==> src/rtl/clk_root_pkg.sv <==
package clk_root_pkg;

    localparam int CTRL_W   = 32;
    localparam int EN_BIT   = 28;
    localparam int SEL_LSB  = 24;
    localparam int SEL_W    = 3;
    localparam int PRE_LSB  = 16;
    localparam int PRE_W    = 3;
    localparam int POST_LSB = 0;
    localparam int POST_W   = 6;
    localparam int CMP_W    = SEL_W + 1;

    localparam logic [CTRL_W-1:0] EN_MASK   = CTRL_W'(1) << EN_BIT;
    localparam logic [CTRL_W-1:0] SEL_MASK  = ((CTRL_W'(1) << SEL_W) - 1) << SEL_LSB;
    localparam logic [CTRL_W-1:0] PRE_MASK  = ((CTRL_W'(1) << PRE_W) - 1) << PRE_LSB;
    localparam logic [CTRL_W-1:0] POST_MASK = ((CTRL_W'(1) << POST_W) - 1) << POST_LSB;
    localparam logic [CTRL_W-1:0] CFG_MASK  = SEL_MASK | PRE_MASK | POST_MASK;
    localparam logic [CTRL_W-1:0] DEF_MASK  = CFG_MASK | EN_MASK;

    typedef enum logic [1:0] {
        ST_OFF   = 2'd0,
        ST_RUN   = 2'd1,
        ST_FAULT = 2'd2
    } root_state_t;

    function automatic logic sel_in_range(input logic [SEL_W-1:0] sel, input int n);
        return ({1'b0, sel} < CMP_W'(n));
    endfunction

endpackage

==> src/rtl/clk_root_ctrl_reg.sv <==
module clk_root_ctrl_reg
    import clk_root_pkg::*;
(
    input  logic              clk,
    input  logic              rst,
    input  logic              wr_en,
    input  logic [CTRL_W-1:0] wr_data,
    output logic [CTRL_W-1:0] ctrl_q,
    output logic              en_q,
    output logic [SEL_W-1:0]  sel_q,
    output logic [PRE_W-1:0]  pre_q,
    output logic [POST_W-1:0] post_q,
    output logic              en_d,
    output logic [SEL_W-1:0]  sel_d,
    output logic              cfg_chg
);

    logic [CTRL_W-1:0] ctrl_d;

    always_comb begin
        ctrl_d  = wr_en ? (wr_data & DEF_MASK) : ctrl_q;
        cfg_chg = wr_en && (((ctrl_d ^ ctrl_q) & CFG_MASK) != '0);
    end

    always_ff @(posedge clk) begin
        if (rst) ctrl_q <= '0;
        else     ctrl_q <= ctrl_d;
    end

    assign en_q   = ctrl_q[EN_BIT];
    assign sel_q  = ctrl_q[SEL_LSB +: SEL_W];
    assign pre_q  = ctrl_q[PRE_LSB +: PRE_W];
    assign post_q = ctrl_q[POST_LSB +: POST_W];
    assign en_d   = ctrl_d[EN_BIT];
    assign sel_d  = ctrl_d[SEL_LSB +: SEL_W];

    AST_WRITE_LANDS: assert property (@(posedge clk) disable iff (rst)
        wr_en |=> (ctrl_q == ($past(wr_data) & DEF_MASK)));
    AST_HOLD_NO_WRITE: assert property (@(posedge clk) disable iff (rst)
        !wr_en |=> $stable(ctrl_q));

endmodule

==> src/rtl/clk_root_parent_mux.sv <==
module clk_root_parent_mux
    import clk_root_pkg::*;
#(
    parameter int NUM_PARENTS = 5
) (
    input  logic [NUM_PARENTS-1:0] parent_pulse,
    input  logic [SEL_W-1:0]       sel,
    output logic                   tick,
    output logic                   sel_ok
);

    logic [NUM_PARENTS-1:0] hit;

    for (genvar g = 0; g < NUM_PARENTS; g++) begin : g_hit
        assign hit[g] = parent_pulse[g] && (sel == SEL_W'(g));
    end

    assign sel_ok = sel_in_range(sel, NUM_PARENTS);
    assign tick   = sel_ok && (|hit);

endmodule

==> src/rtl/clk_root_div_stage.sv <==
module clk_root_div_stage #(
    parameter int W = 3
) (
    input  logic         clk,
    input  logic         rst,
    input  logic         clr,
    input  logic [W-1:0] div,
    input  logic         tick_in,
    output logic         tick_out
);

    logic [W-1:0] cnt;
    logic         wrap;

    assign wrap     = (cnt == div);
    assign tick_out = tick_in && !clr && wrap;

    always_ff @(posedge clk) begin
        if (rst || clr)   cnt <= '0;
        else if (tick_in) cnt <= wrap ? '0 : cnt + 1'b1;
    end

    AST_CNT_LIMIT: assert property (@(posedge clk) disable iff (rst)
        cnt <= div);
    AST_CLEAR_RESTARTS: assert property (@(posedge clk) disable iff (rst)
        clr |=> (cnt == '0));

endmodule

==> src/rtl/clk_root_gen.sv <==
module clk_root_gen
    import clk_root_pkg::*;
#(
    parameter int NUM_PARENTS = 5
) (
    input  logic                   clk,
    input  logic                   rst,
    input  logic                   wr_en,
    input  logic [31:0]            wr_data,
    output logic [31:0]            rd_data,
    input  logic [NUM_PARENTS-1:0] parent_pulse,
    output logic                   root_pulse,
    output logic                   sel_err
);

    logic              en_q, en_d, cfg_chg;
    logic [SEL_W-1:0]  sel_q, sel_d;
    logic [PRE_W-1:0]  pre_q;
    logic [POST_W-1:0] post_q;
    logic              src_tick, sel_ok, pre_tick, post_tick, clr_div, valid_d;
    logic              root_q;
    root_state_t       state_q, state_d;

    clk_root_ctrl_reg i_ctrl (
        .clk     (clk),
        .rst     (rst),
        .wr_en   (wr_en),
        .wr_data (wr_data),
        .ctrl_q  (rd_data),
        .en_q    (en_q),
        .sel_q   (sel_q),
        .pre_q   (pre_q),
        .post_q  (post_q),
        .en_d    (en_d),
        .sel_d   (sel_d),
        .cfg_chg (cfg_chg)
    );

    clk_root_parent_mux #(.NUM_PARENTS(NUM_PARENTS)) i_mux (
        .parent_pulse (parent_pulse),
        .sel          (sel_q),
        .tick         (src_tick),
        .sel_ok       (sel_ok)
    );

    assign clr_div = (state_q != ST_RUN) || cfg_chg;

    clk_root_div_stage #(.W(PRE_W)) i_pre (
        .clk      (clk),
        .rst      (rst),
        .clr      (clr_div),
        .div      (pre_q),
        .tick_in  (src_tick),
        .tick_out (pre_tick)
    );

    clk_root_div_stage #(.W(POST_W)) i_post (
        .clk      (clk),
        .rst      (rst),
        .clr      (clr_div),
        .div      (post_q),
        .tick_in  (pre_tick),
        .tick_out (post_tick)
    );

    assign valid_d = sel_in_range(sel_d, NUM_PARENTS);

    // next-state decode from the word being stored this edge
    always_comb begin
        state_d = state_q;
        unique case (state_q)
            ST_OFF:   if (en_d) state_d = valid_d ? ST_RUN : ST_FAULT;     // T_ENABLE
            ST_RUN:   if (!en_d) state_d = ST_OFF;                         // T_DISABLE
                      else if (!valid_d) state_d = ST_FAULT;               // T_BADSEL
            ST_FAULT: if (!en_d) state_d = ST_OFF;                         // T_DISABLE
                      else if (valid_d) state_d = ST_RUN;                  // T_GOODSEL
            default:  state_d = ST_OFF;
        endcase
    end

    always_ff @(posedge clk) begin
        if (rst) state_q <= ST_OFF;
        else     state_q <= state_d;
    end

    always_ff @(posedge clk) begin
        if (rst) root_q <= 1'b0;
        else     root_q <= (state_q == ST_RUN) && post_tick;
    end

    assign root_pulse = root_q;
    assign sel_err    = !sel_ok;

    AST_OFF_SILENT: assert property (@(posedge clk) disable iff (rst)
        !en_q |=> !root_pulse);
    AST_BAD_SEL_SILENT: assert property (@(posedge clk) disable iff (rst)
        sel_err |=> !root_pulse);
    AST_PULSE_HAS_SOURCE: assert property (@(posedge clk) disable iff (rst)
        root_pulse |-> $past(|parent_pulse));

endmodule

==> config.mk <==
export PLATFORM = sky130hd
export DESIGN_NAME = clk_root_gen
export DESIGN_NICKNAME = d
export VERILOG_FILES = /design/src/rtl/clk_root_pkg.sv /design/src/rtl/clk_root_ctrl_reg.sv /design/src/rtl/clk_root_parent_mux.sv /design/src/rtl/clk_root_div_stage.sv /design/src/rtl/clk_root_gen.sv
export SDC_FILE = /design/constraint.sdc
export NUM_CORES = 1
export LEC_CHECK = 0
export CAP_MARGIN = 10
export CORE_ASPECT_RATIO = 1.75
export CORE_MARGIN = 2
export CORE_UTILIZATION = 42
export DETAILED_ROUTE_END_ITERATION = 8
export GPL_TIMING_DRIVEN = 1
export PLACE_DENSITY = 0.85
export SLEW_MARGIN = 0
export SYNTH_ARGS = -nofsm -noshare
export SYNTH_HDL_FRONTEND = slang
export SYNTH_SLANG_ARGS = --single-unit
==> constraint.sdc <==
create_clock -name clk -period 1.9 [get_ports clk]
set_clock_uncertainty 0.15 [all_clocks]
set_input_delay 0.38 -clock clk [delete_from_list [all_inputs] [get_ports clk]]
set_output_delay 0.38 -clock clk [all_outputs]
set_load 0.02 [all_outputs]
### Word level (Yosys, flattened, before mapping)

Cells that the tools add are included.

| storage, ports and cells | value |
|---|---|
| bits in registers | 44 |
| bits of input ports | 40 |
| logic and storage cells | 53 |

| operators by class | value |
|---|---|
| add/subtract/negate cells | 2 |
| $lt $le $gt $ge | 2 |
| eq/ne operators | 12 |
| multiplexer cells | 10 |
| bitwise gates (word level) | 1 |
| reductions and logical operators | 21 |

Operators by type and width:

| operator | count |
|---|---|
| two-way mux 32 bit | 1 |
| nonzero test 32 bit | 1 |
| bitwise XOR 27 bit | 1 |
| logical AND 1 bit | 12 |
| two-way mux 2 bit | 6 |
| adder 6 x 1 -> 6 bit (second input constant) | 1 |
| equality test 3 x 2 -> 1 bit (second input constant) | 2 |
| equality test 6 bit | 1 |
| < comparator 3 bit (second input constant) | 2 |
| two-way mux 6 bit | 1 |
| inequality test 3 bit (second input constant) | 2 |
| one-hot mux 2 bit (3 select lines) | 1 |
| OR reduction 5 bit | 1 |
| inequality test 2 x 1 -> 1 bit (second input constant) | 2 |
| adder 3 x 1 -> 3 bit (second input constant) | 1 |
| equality test 3 x 1 -> 1 bit (second input constant) | 1 |
| equality test 3 bit | 1 |
| equality test 3 bit (second input constant) | 1 |
| zero test 3 bit | 1 |
| two-way mux 3 bit | 1 |
| AND reduction 3 bit | 1 |
| equality test 2 x 1 -> 1 bit (second input constant) | 1 |
| equality test 2 bit (second input constant) | 1 |
| zero test 1 bit | 2 |
| 2 further kinds | 3 |

### Longest topological paths before layout

| depth | value |
|---|---|
| depth in word-level cells | 11 |
| mapped depth | 6 |

### Modules after synthesis

From an unflattened synthesis, not the netlist that was laid out.

| second synthesis, totals | value |
|---|---|
| cell total of the unflattened synthesis | 192 |
| area total of the unflattened synthesis | 1941.9 um^2 |

Modules (own cells, without submodules):

| module | instances | cells an instance | area each (um^2) |
|---|---|---|---|
| clk_root_ctrl_reg | 1 | 111 | 1192.4 |
| clk_root_div_stage (i_post) | 1 | 38 | 376.6 |
| clk_root_div_stage (i_pre) | 1 | 25 | 202.7 |
| clk_root_gen | 1 | 10 | 113.9 |
| clk_root_parent_mux | 1 | 8 | 56.3 |

### Least setup slack after synthesis

Ideal clock, no wire load.

| timing path | value |
|---|---|
| path kind | register to register |
| start point | reg i_ctrl.ctrl_q[26] |
| end point | reg root_q (netlist: root_pulse) |
| library setup time | 0.074 ns |
| data arrival time | 1.620 ns |
| slack | 0.056 ns |
| cell stages (with the launch flop) | 7 |
| clock period less this slack | 1.844 ns |
| path through | dfxtp_1 -> xor2_1 -> nor4_1 -> a31oi_1 -> or3_1 -> buf_2 -> nor3_2 |

| between the ends | value |
|---|---|
| longest elaborated chain between the ends | 11 |
| elaborated cells between the ends (all ways) | 24 |
| those cells by class | 1 x order compare; 4 x eq/ne; 1 x mux; 1 x bitwise; 17 x reduce/logical |

Ends and longest elaborated chain:

| element | RTL line | text |
|---|---|---|
| from (decl) | clk_root_ctrl_reg.sv:8 | `output logic [CTRL_W-1:0] ctrl_q,` |
| from (signal assigned) | clk_root_ctrl_reg.sv:27 | `else ctrl_q <= ctrl_d;` |
| two-way mux 32 bit | clk_root_ctrl_reg.sv:21 | `ctrl_d = wr_en ? (wr_data & DEF_MASK) : ctrl_q;` |
| bitwise XOR 27 bit | clk_root_ctrl_reg.sv:22 | `cfg_chg = wr_en && (((ctrl_d ^ ctrl_q) & CFG_MASK) != '0);` |
| nonzero test 32 bit | clk_root_ctrl_reg.sv:22 |  |
| logical AND 1 bit | clk_root_ctrl_reg.sv:22 |  |
| logical OR 1 bit | clk_root_gen.sv:46 | `assign clr_div = (state_q != ST_RUN) \|\| cfg_chg;` |
| zero test 1 bit | clk_root_div_stage.sv:16 | `assign tick_out = tick_in && !clr && wrap;` |
| logical AND 1 bit (2 in a row) | clk_root_div_stage.sv:16 |  |
| logical AND 1 bit (*) (2 in a row) | clk_root_div_stage.sv:16 |  |
| logical AND 1 bit (*) | clk_root_gen.sv:88 | `else root_q <= (state_q == ST_RUN) && post_tick;` |
| to (signal assigned) | clk_root_gen.sv:88 |  |
| to (decl) | clk_root_gen.sv:21 | `logic root_q;` |

Every way passes the cells marked *; elsewhere a longest branch is shown, timed or not.
A chain may end at the register's enable or synchronous reset.

### Final worst setup path

| timing path | value |
|---|---|
| start point | reg i_ctrl.ctrl_q[3] |
| end point | out rd_data[3] |

RTL lines:

| element | RTL line | text |
|---|---|---|
| to (decl) | clk_root_gen.sv:10 | `output logic [31:0] rd_data,` |

No word-level cell between the ends.

==> results.cfg <==
[route]
drcViolationCount = 0
vias_per_cell = 5.15
detail-route-antenna-nets = 0
wl_per_cell_um = 14.0
routed_wirelength_mm = 4.23
vias = 1556
drtIter0Drc = 43
drt_first_pass_iters = 4

[synth]
synth_area_um2 = 1770
synth_common_cells = 40 x dfxtp_1, 22 x nor2_1, 21 x xor2_1, 15 x and2_1, 14 x mux2i_1
post-synth-top-count-cell = dfxtp_1
syn_avg_cell_area_um2 = 9.65
synth_edf_count = 0
ys_types = 39
yosys-top-cells-area = dfxtp_1 45%, xor2_1 10%, mux2i_1 7.9%
ys_async_sr_fraction = 0
yosys_warnings = 0
synth_top_area_cell = dfxtp_1
synth_seq_cells = 40
yosysTopAreaCellShare = 0.453
ys.flop_type = dfxtp_1
seq_area_frac_synth = 0.453
synthesis.instances = 183

[sta]
period_minus_slack_ps = 1840
worst_pin_slew_ps = 653
slew_viol_final = 0
hold_slack_ps = 245
relSlewSlack = 0.563
post-route-period-util = 0.970
max_freq_mhz = 542
fin_ws_ps = 56.1
finalHoldViolations = 0
setup_viol = 0

[die]
dieArea_um2 = 4760
dieHeight_um = 89.8
num_rows = 31
io_pins = 74
core_area_um2 = 4070
floorplan.initialDensity = 0.434
die_x_um = 53.0

[placement]
dp_hpwl_mm = 3.12
place.gp.congestion = 0.892
port-buffer-count = 50
placed_area_um2 = 2440
dp_cells = 294
place_ws_ps = -494

[critical_path]
crit_slowest_cell = clkdlybuf4s50_1
crit_start = i_ctrl.ctrl_q[3]$_SDFF_PP0_
cp-start-kind = register
slowest_delay_ps = 630
worstPathMaxFanout = 4
cp_cell_sequence = clkdlybuf4s50_1
r2r_slack_ps = 70
cp-end-kind = output port
cp.arrival_ps = 1310
r2r_start = i_ctrl.ctrl_q[17]$_SDFF_PP0_
crit_buf_inv = 1
crit_family = buffers and inverters
cp.required_ps = 1370
worstSetupPathType = register to output port

[clocking]
cts_hold_buf = 0
cts_tree = done
cts_buffers = 5
cts-root-buf = clkbuf_8
clk_pin_slew_worst_paths_ps = 80
clockBufferDepth = 2
clock_latency_ps = 280
postCtsSetupRepairBufs = 0
clkSinkCount = 40
htree_levels = 2

[global_routing]
grt_pass1_vias = 1552
grtUsageMet1 = 0.217
grt_max_degree = 16
use_met2 = 0.319
antenna_found_initial = 0
top_usage_layer = met2
grt_first_pass_wirelength_mm = 6.89
grt_usage = 0.192
grt_use_met3 = 0.0465
grt_overflow = 0

[pwr]
p_seq_frac = 0.443
power.share.combinational = 0.152
finalPower_w = 0.00197
total_leakage_power_nw = 1.35
netSwitchingFraction = 0.229
switchingPower_w = 0.000452
pwr_density_cell_nw_per_um2 = 746
power_frac_clock = 0.405
ir_drop_mv = 0.718
internal_power_w = 0.00152

[finish]
final-seq-area_um2 = 802
design_area_um2 = 2650
syn_to_final_growth_pct = 49.7
final_net_count = 295
stdcell_count = 302
antenna_cells = 0
nFillCells = 324
multi_input_area_um2 = 956
drive_above_1_share = 0.154

[flow_run]
cap_viol_max_count = 0

[status]
status = finished, final reports clean

[hold_path]
holdCritStartpoint = wr_data[18]
hold_path.class = input pin to register
## cells by family (layout without fill, tap and decap cells)
| logic type | after synthesis | count (layout) | synth area share |
|---|---|---|---|
| flops | 40 | 40 | 0.453 |
| mux | 16 | 16 | 0.0942 |
| simple gates | 67 | 68 | 0.210 |
| buf+inv | 11 | 77 | 0.0354 |
| compound gates | 25 | 25 | 0.0864 |
| other cells | 1 | 4 | 0.00212 |
| fa+ha+maj | 2 | 2 | 0.0142 |
| xor+xnor | 21 | 21 | 0.104 |
## power groups by stage
stage	clock (W)	sequential [W]	combinational [W]
after floorplan	0	0.000914	0.000134
after global placement	0	0.000893	0.000295
after detailed placement	0	0.000894	0.000299
after CTS	0.000810	0.000875	0.000297
after global routing	0.000848	0.000877	0.000326
final	0.000799	0.000874	0.000300
## worst reg2reg max path: stages (launching register included)
cell	delay (ps)
dfxtp_2	350
xor2_1	170
nor4_1	290
a31oi_1	200
or3_4	450
nor3_4	160
## layout by cell type, fill, tap and decap left out, types with 10 or more instances in the layout
cell / n
and2_1: 15
clkdlybuf4s50_1: 26
buf_4: 18
dfxtp_1: 39
mux2i_1: 14
dlymetal6s2s_1: 18
xor2_1: 21
nor2_1: 22
a21oi_1: 10
## layer usage
metal / vias up / part of all wire
met5: - / 0
met4: 0 / 0.025
met3: 8 / 0.061
met2: 65 / 0.56
met1: 725 / 0.36
li1: 758 / -
## through the flow
step,utilization,TNS (ps)
after floorplan,-,0
after global placement,0.598,-4100
after detailed placement,0.598,-4730
after CTS,0.629,0
after global routing,0.649,-27.0
final,0.649,0
## path summary, 6_finish.rpt
kind / to / cells past startpoint
hold reg to reg: i_ctrl.ctrl_q[14]$_SDFF_PP0_ / 1
hold / removal: i_ctrl.ctrl_q[18]$_SDFF_PP0_ / 3
setup / recovery: rd_data[3] / 1
setup reg to reg: root_pulse$_SDFF_PP0_ / 5
## area by class of cell
cell class | count | area share
Clock buffer | 5 | 0.0260
Inverter | 1 | 0.00142
Sequential cell | 40 | 0.303
Timing Repair Buffer | 69 | 0.262
Tap cell | 49 | 0.0232
Multi-Input combinational cell | 136 | 0.361
Clock inverter | 2 | 0.0227
## sequential cells by signal, summed over array words and instances, names as in the netlist
register / count
i_post.cnt: 6
i_pre.cnt: 3
i_ctrl.ctrl_q: 28
root_pulse: 1
state_q: 2
## timing repair
| action | in CTS | in global routing |
|---|---|---|
| setup endpoints to repair | 16 | 16 |
| pin swaps | 4 | 6 |
| cloned | 0 | 1 |
| gates resized for setup | 7 | 24 |
(Power assumes the default switching activity.)
